**config.mk**
```make
export PLATFORM = sky130hd
export DESIGN_NAME = ath_tester
export DESIGN_NICKNAME = d
export VERILOG_FILES = /design/src/rtl/ath_pkg.sv /design/src/rtl/ath_addr_seq.sv /design/src/rtl/ath_wait_timer.sv /design/src/rtl/ath_search.sv /design/src/rtl/ath_tester.sv
export SDC_FILE = /design/constraint.sdc
export NUM_CORES = 1
export LEC_CHECK = 0
export ABC_CLOCK_PERIOD_IN_PS = 2700
export BUFFER_PORTS_ARGS = -buffer_cell sky130_fd_sc_hd__clkbuf_2
export CAP_MARGIN = 20
export CORE_AREA = 2 2 67 69
export DETAILED_ROUTE_END_ITERATION = 12
export DIE_AREA = 0 0 69 71
export PLACE_DENSITY = 0.7
export SLEW_MARGIN = 30
export SYNTH_ARGS = -nofsm -noshare
export SYNTH_HDL_FRONTEND = slang
export SYNTH_SLANG_ARGS = --single-unit
```
**constraint.sdc**
```tcl
create_clock -name clk -period 2.7 [get_ports clk]
set_input_delay 0.27 -clock clk [delete_from_list [all_inputs] [get_ports clk]]
set_output_delay 0.27 -clock clk [all_outputs]
set_load 0.02 [all_outputs]
```
**src/rtl/ath_pkg.sv**
```systemverilog
package ath_pkg;
  typedef enum logic [2:0] {
    ST_IDLE,
    ST_FILL,
    ST_CHECK,
    ST_ALT,
    ST_EVAL
  } ath_state_e;
endpackage

```
**src/rtl/ath_addr_seq.sv**
```systemverilog
module ath_addr_seq #(
  parameter int ADDR_W = 4
) (
  input  logic              clk,
  input  logic              rst_n,
  input  logic              clear,
  input  logic              step,
  input  logic              phase_alt,
  output logic [ADDR_W-1:0] addr,
  output logic              exp_one,
  output logic              last
);
  localparam int MSB = ADDR_W - 1;

  logic [ADDR_W-1:0] cnt_q;
  logic              hi_q;

  assign addr    = phase_alt ? {hi_q, cnt_q[MSB-1:0]} : cnt_q;
  assign exp_one = addr[MSB];
  assign last    = phase_alt ? (hi_q && (&cnt_q[MSB-1:0])) : (&cnt_q);

  always_ff @(posedge clk or negedge rst_n) begin
    if (!rst_n) begin
      cnt_q <= '0;
      hi_q  <= 1'b0;
    end else if (clear) begin
      cnt_q <= '0;
      hi_q  <= 1'b0;
    end else if (step) begin
      if (phase_alt) begin
        if (hi_q) cnt_q <= cnt_q + 1'b1;
        hi_q <= ~hi_q;
      end else begin
        cnt_q <= cnt_q + 1'b1;
      end
    end
  end
endmodule

```
**src/rtl/ath_wait_timer.sv**
```systemverilog
module ath_wait_timer #(
  parameter int WAIT_W = 4
) (
  input  logic              clk,
  input  logic              rst_n,
  input  logic              run,
  input  logic [WAIT_W-1:0] lim,
  output logic              sample
);
  logic [WAIT_W-1:0] cnt_q;

  assign sample = run && (cnt_q == lim);

  always_ff @(posedge clk or negedge rst_n) begin
    if (!rst_n)              cnt_q <= '0;
    else if (!run || sample) cnt_q <= '0;
    else                     cnt_q <= cnt_q + 1'b1;
  end


  cnt_in_window_chk: assert property (@(posedge clk) disable iff (!rst_n)
    run |-> (cnt_q <= lim));
endmodule

```
**src/rtl/ath_search.sv**
```systemverilog
module ath_search #(
  parameter int WAIT_W = 4
) (
  input  logic              clk,
  input  logic              rst_n,
  input  logic              load,
  input  logic [WAIT_W-1:0] init,
  input  logic              record,
  output logic [WAIT_W-1:0] wait_q,
  output logic [WAIT_W-1:0] best_q,
  output logic              ever_q
);
  always_ff @(posedge clk or negedge rst_n) begin
    if (!rst_n) begin
      wait_q <= '0;
      best_q <= '0;
      ever_q <= 1'b0;
    end else if (load) begin
      wait_q <= init;
      ever_q <= 1'b0;
    end else if (record) begin
      best_q <= wait_q;
      ever_q <= 1'b1;
      if (wait_q != '0) wait_q <= wait_q - 1'b1;
    end
  end


  wait_never_rises_chk: assert property (@(posedge clk) disable iff (!rst_n)
    !load |=> (wait_q <= $past(wait_q)));
endmodule

```
**src/rtl/ath_tester.sv**
```systemverilog
module ath_tester
  import ath_pkg::*;
#(
  parameter int ADDR_W = 4,
  parameter int DATA_W = 8,
  parameter int WAIT_W = 4
) (
  input  logic              clk,
  input  logic              rst_n,
  input  logic              start,
  input  logic              char_mode,
  input  logic [WAIT_W-1:0] init_wait,
  output logic              mem_en,
  output logic              mem_we,
  output logic [ADDR_W-1:0] mem_addr,
  output logic [DATA_W-1:0] mem_wdata,
  input  logic [DATA_W-1:0] mem_rdata,
  output logic              done,
  output logic              pass,
  output logic [WAIT_W-1:0] limit,
  output logic              limit_valid
);
  localparam int MSB = ADDR_W - 1;

  ath_state_e        state_q;
  logic              mode_q, ok_q;
  logic              rd_phase, sample, match;
  logic              seq_clear, seq_step, seq_last, exp_one;
  logic [ADDR_W-1:0] seq_addr;
  logic [WAIT_W-1:0] wait_cur, best;
  logic              ever, srch_load, srch_record;

  assign rd_phase    = (state_q == ST_CHECK) || (state_q == ST_ALT);
  assign match       = (mem_rdata == {DATA_W{exp_one}});
  assign srch_load   = (state_q == ST_IDLE) && start;
  assign srch_record = (state_q == ST_EVAL) && mode_q && ok_q;

  always_comb begin
    seq_clear = (state_q == ST_IDLE) || (state_q == ST_EVAL) ||
                ((state_q == ST_FILL) && seq_last) ||
                ((state_q == ST_CHECK) && sample && match && seq_last);
    seq_step  = (state_q == ST_FILL) || (rd_phase && sample && match);
  end

  ath_addr_seq #(.ADDR_W(ADDR_W)) u_seq (
    .clk(clk), .rst_n(rst_n), .clear(seq_clear), .step(seq_step),
    .phase_alt(state_q == ST_ALT), .addr(seq_addr), .exp_one(exp_one),
    .last(seq_last)
  );

  ath_wait_timer #(.WAIT_W(WAIT_W)) u_timer (
    .clk(clk), .rst_n(rst_n), .run(rd_phase), .lim(wait_cur), .sample(sample)
  );

  ath_search #(.WAIT_W(WAIT_W)) u_search (
    .clk(clk), .rst_n(rst_n), .load(srch_load), .init(init_wait),
    .record(srch_record), .wait_q(wait_cur), .best_q(best), .ever_q(ever)
  );

  assign mem_en    = (state_q == ST_FILL) || rd_phase;
  assign mem_we    = (state_q == ST_FILL);
  assign mem_addr  = seq_addr;
  assign mem_wdata = {DATA_W{exp_one}};
  assign limit     = best;

  always_ff @(posedge clk or negedge rst_n) begin
    if (!rst_n) begin
      state_q     <= ST_IDLE;
      mode_q      <= 1'b0;
      ok_q        <= 1'b0;
      done        <= 1'b0;
      pass        <= 1'b0;
      limit_valid <= 1'b0;
    end else begin
      case (state_q)
        ST_IDLE: if (start) begin
          state_q     <= ST_FILL;
          mode_q      <= char_mode;
          done        <= 1'b0;
          pass        <= 1'b0;
          limit_valid <= 1'b0;
        end
        ST_FILL: if (seq_last) state_q <= ST_CHECK;
        ST_CHECK: if (sample) begin
          if (!match) begin
            ok_q    <= 1'b0;
            state_q <= ST_EVAL;
          end else if (seq_last) begin
            state_q <= ST_ALT;
          end
        end
        ST_ALT: if (sample) begin
          if (!match) begin
            ok_q    <= 1'b0;
            state_q <= ST_EVAL;
          end else if (seq_last) begin
            ok_q    <= 1'b1;
            state_q <= ST_EVAL;
          end
        end
        ST_EVAL: begin
          if (!mode_q) begin
            done    <= 1'b1;
            pass    <= ok_q;
            state_q <= ST_IDLE;
          end else if (ok_q && (wait_cur != '0)) begin
            state_q <= ST_FILL;
          end else if (ok_q) begin
            done        <= 1'b1;
            pass        <= 1'b1;
            limit_valid <= 1'b1;
            state_q     <= ST_IDLE;
          end else begin
            done        <= 1'b1;
            pass        <= ever;
            limit_valid <= ever;
            state_q     <= ST_IDLE;
          end
        end
        default: state_q <= ST_IDLE;
      endcase
    end
  end


  addr_hold_chk: assert property (@(posedge clk) disable iff (!rst_n)
    (rd_phase && !sample) |=> $stable(mem_addr));


  alt_cross_chk: assert property (@(posedge clk) disable iff (!rst_n)
    ((state_q == ST_ALT) && sample && match && !seq_last)
      |=> (mem_addr[MSB] != $past(mem_addr[MSB])));


  limit_implies_pass_chk: assert property (@(posedge clk) disable iff (!rst_n)
    limit_valid |-> pass);


  prod_no_limit_chk: assert property (@(posedge clk) disable iff (!rst_n)
    (done && !mode_q) |-> !limit_valid);


  busy_not_done_chk: assert property (@(posedge clk) disable iff (!rst_n)
    ((state_q != ST_IDLE) && (state_q != ST_EVAL)) |-> !done);
endmodule

```
==> out/qor.txt <==
N_diodes - 0
Hold Crit Class - in -> async
DR vias - 1301
Max cap viols - 0
Tmin final - 2150 ps
Synth unique cells - 42
Count leader, synth - dfrtp_1
Top post-synthesis cells by area - dfrtp_1 (40%), buf_4 (5.5%), nand2_1 (3.9%)
Post-synth ARST share - 1.00
Clock transition at path regs - 90 ps
XOR/XNOR share of the synthesized area - 0.0482
Initial core utilization - 0.389
Post-CTS setup buffer count - 0
Tot Pwr - 1.13 mW
Slew headroom - 0.573
Largest family of logic cells by synthesized area - simple AND/OR/NAND/NOR gates
Status - finished, violations left
Arr. time, crit path - 2320 ps
VDD IR max - 0.412 mV
Drc violations - 0
Chip width - 69 microns
Post-Synthesis Cells - 172
Fin crit share - 0.798
Worst skew pair latency - 270 ps
Initial DRC count - 62
Commonest cells in the netlist - dfrtp_1 (26), nand2_1 (17), buf_4 (12), nor2_1 (10)
Final core utilization - 0.437
Worst Max-Slew Pin Slew - 641 ps
Die span in y - 71 microns
Hold Worst Slack - -1.36 ps
Setup TNS - 0 ps
Max Fclk - 0.464 GHz
YS warnings - 0
Post-Syn Area - 1640 sq um
RePlAce Congestion - 0.810
Yosys reg bits - 26
Resized cells post-CTS - 0
Global-route wire length before repair - 5530 microns
Initial antenna violation count - 0
Number of synthesized flops with an enable pin - 0
Crit end category - flop
Top FF cell, synth - dfrtp_1
Layout cells sized above 1 - 0.279
Buffers on Ports - 36
Crit Path Max Fanout - 12
Worst setup SP type - flop
Pre-antenna DRT Iters - 4
Row count - 24
P&R area growth vs syn - 12.4%
Total GRT Usage - 0.139
GRT overflow - 0
Fraction of the mapped netlist area in simple logic gates - 0.190
Num CTS Buffers - 3
Vias in the first global route - 1218
Post-synth top area cell - dfrtp_1
Worst Setup Slack, final - 545 ps
Deepest clock path buffer count - 2
Hold-fix buffers at CTS - 0
Post-DP HPWL - 2370 microns
Via/cell ratio - 5.22
PD cells - 615 nW/um^2
Post-Syn Area per Cell - 9.51 sq um
Area fraction in compound gates after synthesis - 0.157
Hold Violations, Final - 2
Finish-stage setup viols - 0
R2R Path Start - state_q[1]
Clk_skew - 4.41 ps
Post-Syn Nets - 192
Post-synthesis adder-cell area fraction - 0.0306
LEAKAGE - 0.929 nW
RSZ-0062 raised after global routing - false
Post-synthesis sequential area ratio - 0.398
Violated checks - negative hold slack
Routed wire length - 3100 microns
Worst Path Required - 2860 ps
Yosys top cell area share - 0.398
Crit Path Category - reg -> reg
Wire per inst - 12.4 microns
Top Ports - 37
CTS root buf - clkbuf_8
Largest net degree at the start of global routing - 27
Post-synthesis mux area share - 0.0849
Slew Viols, Final - 0
Die ar. - 4900 sq um
Clock sinks - 26
CTS tree - done
CP Launch Point - state_q[1]
Core area - 4200 sq um
Post-route cell area - 1840 sq um
Area after DPL - 1780 sq um
Post-route ant nets - 0
Setup WS pre-CTS - 582 ps
Nets - 218
CTS H-tree lvls - 1
## cell type report
| type | instances | area [sq um] |
|---|---|---|
| fill | 419 | 2370 |
| timing repair buffer | 38 | 195 |
| tap | 52 | 65.1 |
| sequential | 26 | 651 |
| multi-input combinational | 119 | 835 |
| inverter | 10 | 37.5 |
| clock buffer | 4 | 55.1 |
## placed cells by master, fill, tap and decap left out, drive strengths merged, types with 2 or more instances in the layout
cell and n:
or4 2, nor2b 3, xnor2 3, a21boi 2
nor4 2, mux2 7, o22ai 2, nand2 17
ha 4, inv 10, o211a 2, and3 5
and4b 2, nor2 11, nand4 3, xor2 6
buf 2, dfrtp 26, nand3 5, a211oi 3
o21ai 14, mux2i 4, a21oi 9, clkbuf 40
nor3 4, o41ai 2
## worst paths after layout
path                                      end  slack (ps)  cells past startpoint
min in group clk           u_search.wait_q[0]         200                      3
min reg2reg                u_search.best_q[0]         490                      2
max in group asynchronous          state_q[1]        2280                      1
max                        u_search.wait_q[3]         550                      5
min                            u_seq.cnt_q[0]          -1                      1
max reg2reg                u_search.wait_q[3]         550                      5
## power breakdown
part	internal, mW	switching, mW
clock	0.131	0.125
combinational	0.145	0.202
sequential	0.444	0.0833
total	0.719	0.411
## sequential cells by signal (all words and copies together) (netlist names)
name	flops
limit_valid	1
u_seq.cnt_q	4
u_search.ever_q	1
ok_q	1
state_q	3
u_timer.cnt_q	4
u_search.wait_q	4
done	1
u_search.best_q	4
mode_q	1
pass	1
u_seq.hi_q	1
## metrics by stage
stage          hold WS, ps  std cells
4_1_cts               28.7        249
2_1_floorplan        -25.6        172
5_1_grt               44.9        249
3_3_place_gp           330        245
3_5_place_dp           333        245
6_report             -1.36        249
## routing by layer
layer	track usage	up-vias	part of all wire
li1	-	646	-
met1	0.181	618	0.46
met2	0.230	31	0.48
met3	0.0299	6	0.039
met4	0.0523	0	0.018
met5	0	-	0
## cell families (layout without fill, tap and decap cells)
kind of cell / Yosys count / count (layout)
flip-flops: 26 / 26
AO/OA/AOI/OAI: 37 / 37
AND/OR/NAND/NOR: 58 / 58
multiplexers: 11 / 11
XOR/XNOR: 9 / 9
buffers and inverters: 27 / 52
adder cells (fa/ha/maj): 4 / 4
## worst max-delay path, stage by stage (launching register included)
cell	delay (ps)
dfrtp_1	550
nor2_2	360
nand3_1	280
or4_1	480
xnor2_1	140
mux2_2	250
(Power assumes the default switching activity.)
